<file path="src/rtl/gcd_pkg.sv">
package gcd_pkg;
  typedef enum logic [2:0] {
    ST_IDLE,
    ST_LOAD,
    ST_CMP,
    ST_SUBX,
    ST_SUBY,
    ST_XFER,
    ST_DONE,
    ST_REARM
  } gcd_state_e;

  localparam int unsigned LANE_X = 0;
  localparam int unsigned LANE_Y = 1;
endpackage

</file>
<file path="src/rtl/gcd_reg.sv">
module gcd_reg #(
  parameter int unsigned W = 4
) (
  input  logic         clk,
  input  logic         rst,
  input  logic         en,
  input  logic [W-1:0] d,
  output logic [W-1:0] q
);
  always_ff @(posedge clk) begin
    if (rst)     q <= '0;
    else if (en) q <= d;
  end
endmodule

</file>
<file path="src/rtl/gcd_mux2.sv">
module gcd_mux2 #(
  parameter int unsigned W = 4
) (
  input  logic         sel,
  input  logic [W-1:0] a0,
  input  logic [W-1:0] a1,
  output logic [W-1:0] y
);
  assign y = sel ? a1 : a0;
endmodule

</file>
<file path="src/rtl/gcd_sub.sv">
module gcd_sub #(
  parameter int unsigned W = 4
) (
  input  logic [W-1:0] minuend,
  input  logic [W-1:0] subtrahend,
  output logic [W-1:0] diff
);
  assign diff = minuend - subtrahend;
endmodule

</file>
<file path="src/rtl/gcd_cmp.sv">
module gcd_cmp #(
  parameter int unsigned W = 4
) (
  input  logic [W-1:0] a,
  input  logic [W-1:0] b,
  output logic         a_lt_b,
  output logic         a_ne_b,
  output logic         a_zero,
  output logic         b_zero
);
  assign a_lt_b = (a < b);
  assign a_ne_b = (a != b);
  assign a_zero = (a == '0);
  assign b_zero = (b == '0);
endmodule

</file>
<file path="src/rtl/gcd_datapath.sv">
module gcd_datapath #(
  parameter int unsigned W = 4
) (
  input  logic         clk,
  input  logic         rst,
  input  logic [W-1:0] x_in,
  input  logic [W-1:0] y_in,
  input  logic         pick_in,
  input  logic         swap,
  input  logic         ld_x,
  input  logic         ld_y,
  output logic         x_lt_y,
  output logic         x_ne_y,
  output logic         x_zero,
  output logic         y_zero,
  output logic [W-1:0] x_val
);
  import gcd_pkg::*;

  localparam int unsigned LANES = 2;

  logic [LANES-1:0][W-1:0] ext_op;
  logic [LANES-1:0][W-1:0] lane_d;
  logic [LANES-1:0][W-1:0] lane_q;
  logic [LANES-1:0]        lane_en;
  logic [W-1:0]            sub_a, sub_b, sub_diff;

  assign ext_op[LANE_X]  = x_in;
  assign ext_op[LANE_Y]  = y_in;
  assign lane_en[LANE_X] = ld_x;
  assign lane_en[LANE_Y] = ld_y;

  for (genvar i = 0; i < LANES; i++) begin : g_lane
    gcd_mux2 #(.W(W)) u_mux (
      .sel (pick_in),
      .a0  (sub_diff),
      .a1  (ext_op[i]),
      .y   (lane_d[i])
    );
    gcd_reg #(.W(W)) u_reg (
      .clk (clk),
      .rst (rst),
      .en  (lane_en[i]),
      .d   (lane_d[i]),
      .q   (lane_q[i])
    );
  end

  gcd_mux2 #(.W(W)) u_mux_a (
    .sel (swap),
    .a0  (lane_q[LANE_X]),
    .a1  (lane_q[LANE_Y]),
    .y   (sub_a)
  );

  gcd_mux2 #(.W(W)) u_mux_b (
    .sel (swap),
    .a0  (lane_q[LANE_Y]),
    .a1  (lane_q[LANE_X]),
    .y   (sub_b)
  );

  gcd_sub #(.W(W)) u_sub (
    .minuend    (sub_a),
    .subtrahend (sub_b),
    .diff       (sub_diff)
  );

  gcd_cmp #(.W(W)) u_cmp (
    .a      (lane_q[LANE_X]),
    .b      (lane_q[LANE_Y]),
    .a_lt_b (x_lt_y),
    .a_ne_b (x_ne_y),
    .a_zero (x_zero),
    .b_zero (y_zero)
  );

  assign x_val = lane_q[LANE_X];
endmodule

</file>
<file path="src/rtl/gcd_ctrl.sv">
module gcd_ctrl (
  input  logic clk,
  input  logic rst,
  input  logic go,
  input  logic x_lt_y,
  input  logic x_ne_y,
  input  logic x_zero,
  input  logic y_zero,
  output logic pick_in,
  output logic swap,
  output logic ld_x,
  output logic ld_y,
  output logic done
);
  import gcd_pkg::*;

  gcd_state_e state, state_nx;

  always_comb begin
    state_nx = state;
    unique case (state)
      ST_IDLE:  if (go) state_nx = ST_LOAD;
      ST_LOAD:  state_nx = ST_CMP;
      ST_CMP: begin
        if (y_zero || !x_ne_y) state_nx = ST_DONE;
        else if (x_zero)       state_nx = ST_XFER;
        else if (x_lt_y)       state_nx = ST_SUBY;
        else                   state_nx = ST_SUBX;
      end
      ST_SUBX:  state_nx = ST_CMP;
      ST_SUBY:  state_nx = ST_CMP;
      ST_XFER:  state_nx = ST_CMP;
      ST_DONE:  if (!go) state_nx = ST_REARM;
      ST_REARM: if (go) state_nx = ST_LOAD;
      default:  state_nx = ST_IDLE;
    endcase
  end

  always_comb begin
    pick_in = 1'b0;
    swap    = 1'b0;
    ld_x    = 1'b0;
    ld_y    = 1'b0;
    unique case (state)
      ST_LOAD: begin
        pick_in = 1'b1;
        ld_x    = 1'b1;
        ld_y    = 1'b1;
      end
      ST_SUBX: ld_x = 1'b1;
      ST_SUBY: begin
        swap = 1'b1;
        ld_y = 1'b1;
      end
      ST_XFER: begin
        swap = 1'b1;
        ld_x = 1'b1;
      end
      default: ;
    endcase
  end

  always_ff @(posedge clk) begin
    if (rst) begin
      state <= ST_IDLE;
      done  <= 1'b0;
    end else begin
      state <= state_nx;
      done  <= (state_nx == ST_DONE) || (state_nx == ST_REARM);
    end
  end
endmodule

</file>
<file path="src/rtl/gcd_unit.sv">
module gcd_unit #(
  parameter int unsigned W = 4
) (
  input  logic         clk,
  input  logic         rst,
  input  logic         go,
  input  logic [W-1:0] x_in,
  input  logic [W-1:0] y_in,
  output logic         done,
  output logic [W-1:0] result
);
  logic st_lt, st_ne, st_xz, st_yz;
  logic c_pick, c_swap, c_ldx, c_ldy;

  gcd_ctrl u_ctrl (
    .clk     (clk),
    .rst     (rst),
    .go      (go),
    .x_lt_y  (st_lt),
    .x_ne_y  (st_ne),
    .x_zero  (st_xz),
    .y_zero  (st_yz),
    .pick_in (c_pick),
    .swap    (c_swap),
    .ld_x    (c_ldx),
    .ld_y    (c_ldy),
    .done    (done)
  );

  gcd_datapath #(.W(W)) u_dp (
    .clk     (clk),
    .rst     (rst),
    .x_in    (x_in),
    .y_in    (y_in),
    .pick_in (c_pick),
    .swap    (c_swap),
    .ld_x    (c_ldx),
    .ld_y    (c_ldy),
    .x_lt_y  (st_lt),
    .x_ne_y  (st_ne),
    .x_zero  (st_xz),
    .y_zero  (st_yz),
    .x_val   (result)
  );
endmodule

</file>
<file path="config.mk">
export PLATFORM = sky130hd
export DESIGN_NAME = gcd_unit
export DESIGN_NICKNAME = d
export VERILOG_FILES = /design/src/rtl/gcd_pkg.sv /design/src/rtl/gcd_reg.sv /design/src/rtl/gcd_mux2.sv /design/src/rtl/gcd_sub.sv /design/src/rtl/gcd_cmp.sv /design/src/rtl/gcd_datapath.sv /design/src/rtl/gcd_ctrl.sv /design/src/rtl/gcd_unit.sv
export SDC_FILE = /design/constraint.sdc
export NUM_CORES = 1
export LEC_CHECK = 0
export BUFFER_PORTS_ARGS = -buffer_cell sky130_fd_sc_hd__buf_2
export CORE_UTILIZATION = 40
export CTS_CLUSTER_SIZE = 24
export DETAILED_ROUTE_END_ITERATION = 8
export PLACE_DENSITY = 0.62
export RECOVER_POWER = 100
export SLEW_MARGIN = 15
export SYNTH_ARGS = -nofsm -noshare
export SYNTH_HDL_FRONTEND = slang
export SYNTH_HIERARCHICAL = 1
export SYNTH_SLANG_ARGS = --single-unit
</file>
<file path="constraint.sdc">
create_clock -name clk -period 2.4 [get_ports clk]
set_input_delay 0.12 -clock clk [delete_from_list [all_inputs] [get_ports clk]]
set_output_delay 0.12 -clock clk [all_outputs]
set_load 0.02 [all_outputs]
</file>
Word-level counts from Yosys, hierarchy flattened

Index checks and enable logic that the tools add are counted.
Widths: inputs -> output; s select.

Logic and storage cells: 41
Output and inout bits: 5
Input port bits: 11
Flip-flop bits (word level): 12

Equality and inequality tests: 10
Muxes and demuxes: 14
Reductions and logical operators: 11
$lt $le $gt $ge: 1
Add/sub/neg operators: 1

Operators with widths:

| cell               | number |
|---|---|
| $eq 3x3->1 const B | 6 |
| $mux 4             | 4 |
| $mux 3             | 5 |
| $pmux 3 s4         | 1 |
| $logic_not 4->1    | 2 |
| $eq 3x2->1 const B | 2 |
| $reduce_or 2->1    | 3 |
| $lt 4x4->1         | 1 |
| $mux 1             | 4 |
| $ne 4x4->1         | 1 |
| $reduce_or 4->1    | 1 |
| $sub 4x4->4        | 1 |
| $eq 3x1->1 const B | 1 |
| $logic_not 3->1    | 1 |
| $reduce_or 3->1    | 1 |
| $logic_or 1x1->1   | 2 |
| $logic_not 1->1    | 1 |

Logic depth before layout (Yosys ltp)

Word-level depth: 7
Mapped depth: 10
Gate-level depth less buffers: 10

Modules after synthesis

Netlist, hierarchy kept.

By module, submodules not included:

| module   | sequential area each (µm²) | area an instance (µm²) | cells each | times used |
|---|---|---|---|---|
| gcd_reg  | 80.1                       | 140.1                  | 13         | 2 |
| gcd_ctrl | 80.1                       | 244.0                  | 28         | 1 |
| gcd_mux2 | 0.0                        | 45.0                   | 4          | 4 |
| gcd_cmp  | 0.0                        | 121.4                  | 16         | 1 |
| gcd_sub  | 0.0                        | 116.4                  | 15         | 1 |

Worst setup path after synthesis

Ideal clock, no wire load.

Path kind: register to register
Start point: reg u_ctrl.state[2]
End point: reg u_dp.g_lane[0].u_reg.q[2]
Slack: -0.120 ns
Setup time: 0.115 ns
Arrival time: 2.406 ns
Clock period less this slack: 2.520 ns
Cell stages (with the launch flop): 11
Required time: 2.285 ns
Path buffers: 0
Cells stage by stage: dfxtp_1 nor2b_1 mux2_2 inv_1 ha_1 inv_1 fa_1 xor2_1 mux2_2 mux2i_1 nor2_1

RTL lines:

| what                   | line           | source |
|---|---|---|
| start, declared        | gcd_ctrl.sv:17 | `gcd_state_e state, state_nx;` |
| start signal, assigned | gcd_ctrl.sv:68 | `state <= state_nx;` |
| end signal, assigned   | gcd_reg.sv:11  | `if (rst) q <= '0;` |
| end signal, assigned   | gcd_reg.sv:12  | `else if (en) q <= d;` |
| end, declared          | gcd_reg.sv:8   | `output logic [W-1:0] q` |

==> results.json <==
{
  "outcome": "finished clean",
  "cts_max_level": 1,
  "tightestPinTransition_ns": 0.529,
  "crit_arrival_ns": 2.41,
  "cts.sinks": 12,
  "reg2reg_from": "u_ctrl/state[2]",
  "timing.final.crit_share": 0.935,
  "wl_per_cell_um": 13.3,
  "finalCriticalPeriod_ns": 2.24,
  "syn_to_final_growth_pct": 17.8,
  "antenna_found_initial": 0,
  "grt_pass1_vias": 737,
  "critPathMaxStageDelay_ns": 0.37,
  "rows": 17,
  "fin_skew_ns": 0.000945,
  "internal_power_uw": 426,
  "ir_worst_vdd_uv": 364,
  "syn_inst": 101,
  "holdCritPathClass": "input port to register",
  "fmax_mhz": 446,
  "io_pins": 16,
  "dieArea_mm2": 0.00255,
  "ys_ff_latch": 12,
  "crit_fanout": 5,
  "setup-violations-final": 0,
  "antennaDiodeCount": 0,
  "seqPwrFrac": 0.375,
  "drive_above_1_share": 0.317,
  "async_reset_ff_frac": 0,
  "rsz0062_at_grt": "no",
  "power.switching_uw": 196,
  "critPathTopFamily": "multiplexers",
  "synth_edf_count": 0,
  "clock_latency_ns": 0.27,
  "drcViolationCount": 0,
  "critPathKind": "register to register",
  "vias": 766,
  "path_cells": "nor2b_4 -> mux2_2 -> inv_1 -> ha_1 -> inv_1 -> fa_1 -> xor2_1 -> mux2_2 -> mux2i_1 -> nor2_1",
  "ctsHoldBuffers": 0,
  "crit_path_top_delay_cell": "fa_1",
  "drt_iter0_markers": 5,
  "cts_buffer_depth": 2,
  "final_antenna_net_count": 0,
  "cts-root-buf": "clkbuf_4",
  "cp-start-kind": "register",
  "grt_pass1_wl_um": 3500,
  "track_usage": 0.185,
  "synth_flop_cell": "dfxtp_1",
  "worst-path-buf-inv": 2,
  "cts_tree": "done",
  "post_synth.cell_area_avg_um2": 9.33,
  "final.setup.tns_ns": 0,
  "syn_area_um2": 942,
  "ys_types": 27,
  "max_cap_viol_count": 0,
  "finalWeightedCongestion": 0.772,
  "grt_overflow": 0,
  "hold_viol": 0,
  "finalMaxSlewViolations": 0,
  "powerDensity_mw_per_mm2": 560,
  "comb_power_share": 0.358,
  "seq_area_frac_synth": 0.255,
  "finalWirelength_um": 2010,
  "required_ns": 2.57,
  "portBuffers": 15,
  "holdWs_ns": 0.176,
  "path_clk_slew_ns": 0.08,
  "slew_headroom": 0.646,
  "syn_nets": 120,
  "drt_first_pass_iters": 4,
  "dp_hpwl_um": 1470,
  "cp-end-kind": "register",
  "yosysWarningCount": 6,
  "layout_commonest_cell": "mux2_2",
  "numCtsBuffers": 3,
  "core_area_mm2": 0.00221,
  "grt_max_degree": 13,
  "startpoint": "u_ctrl/state[2]",
  "die_w_um": 50.5,
  "vias_per_cell": 5.07,
  "final_cell_mix": "16 x mux2_2, 12 x nor2_1, 11 x inv_1, 11 x dfxtp_1, 10 x buf_2",
  "p_leak_uw": 0.000473,
  "die_h_um": 50.5,
  "initial_core_util": 0.426,
  "swShare": 0.315,
  "final_nets": 143,
  "worstHoldStart": "rst",
  "clkPwrFrac": 0.266
}
power by group through the flow:
stage / clock, uW / sequential [uW] / combinational, uW
after floorplan: 0 / 240 / 162
after global placement: 0 / 235 / 217
after detailed placement: 0 / 236 / 220
after CTS: 171 / 232 / 222
after global routing: 184 / 235 / 246
final: 165 / 233 / 223
sequential cells by signal (all words and copies together) (netlist names):
| name | flops |
|---|---|
| u_ctrl/done | 1 |
| u_ctrl/state | 3 |
| u_dp/g_lane.u_reg/q | 8 |
repair_timing:
item | in CTS | in global routing
resized for setup | 0 | 2
setup endpoints to repair | 0 | 4
buffers inserted | 0 | 1
worst paths after layout:
check	end	slack [ns]	cells after the start
worst max-delay path	u_dp/g_lane[1].u_reg/q[2]	0.16	10
worst min-delay path	u_dp/g_lane[1].u_reg/q[2]	0.18	2
worst max register to register	u_dp/g_lane[1].u_reg/q[2]	0.16	10
worst min register to register	u_dp/g_lane[1].u_reg/q[1]	0.59	2
Yosys cell counts, drive strengths merged, types with 2 or more instances:
master	number	share of area
a21oi	3	0.016
and2	2	0.013
clkbuf	2	0.011
dfxtp	12	0.25
ha	7	0.093
inv	11	0.044
mux2	16	0.19
mux2i	8	0.085
nand2	4	0.016
nor2	12	0.048
nor2b	4	0.027
nor3b	3	0.029
nor4	2	0.027
xnor2	2	0.019
xor2	2	0.019
kinds of logic after synthesis:
group | count (synthesis) | share of synthesized area
and+or+nand+nor | 32 | 0.206
muxes | 24 | 0.276
buffers and inverters | 13 | 0.0544
DFF | 12 | 0.255
AOI/OAI and AO/OA | 8 | 0.0571
adders and majority gates | 8 | 0.114
xor gates and xnor gates | 4 | 0.0372
worst register-to-register path, delay by kind of cell (launching register included):
kind          cells  cell delay, ns
mux               3            0.75
buf+inv           2            0.12
flops             1            0.33
simple gates      2            0.24
fa+ha+maj         2            0.54
xor+xnor          1            0.16
through the flow:
step           setup slack, ns  cell area [um2]  utilization  std cells  total power [uW]
2_1_floorplan           0.0191              945            -        101               403
3_3_place_gp             0.162             1070        0.486        146               452
3_5_place_dp             0.127             1070        0.486        146               457
4_1_cts                 0.0721             1110        0.502        150               625
5_1_grt                 0.0107             1110        0.502        151               666
6_report                 0.157             1110        0.502        151               621
layer usage:
metal	share of wire	routed length, um	global-route usage
met5	0	0	0
met4	0	0	0.0417
met3	0.027	55	0.0364
met2	0.47	950	0.302
met1	0.50	1000	0.250
cell type report:
cell class / count / area [um2]
tap: 28 / 35.0
sequential: 12 / 241
multi-input combinational: 76 / 649
timing repair buffer: 20 / 106
clock buffer: 4 / 36.3
fill: 238 / 1100
inverter: 11 / 41.3
Note: power is estimated with default switching activity, not from simulation.
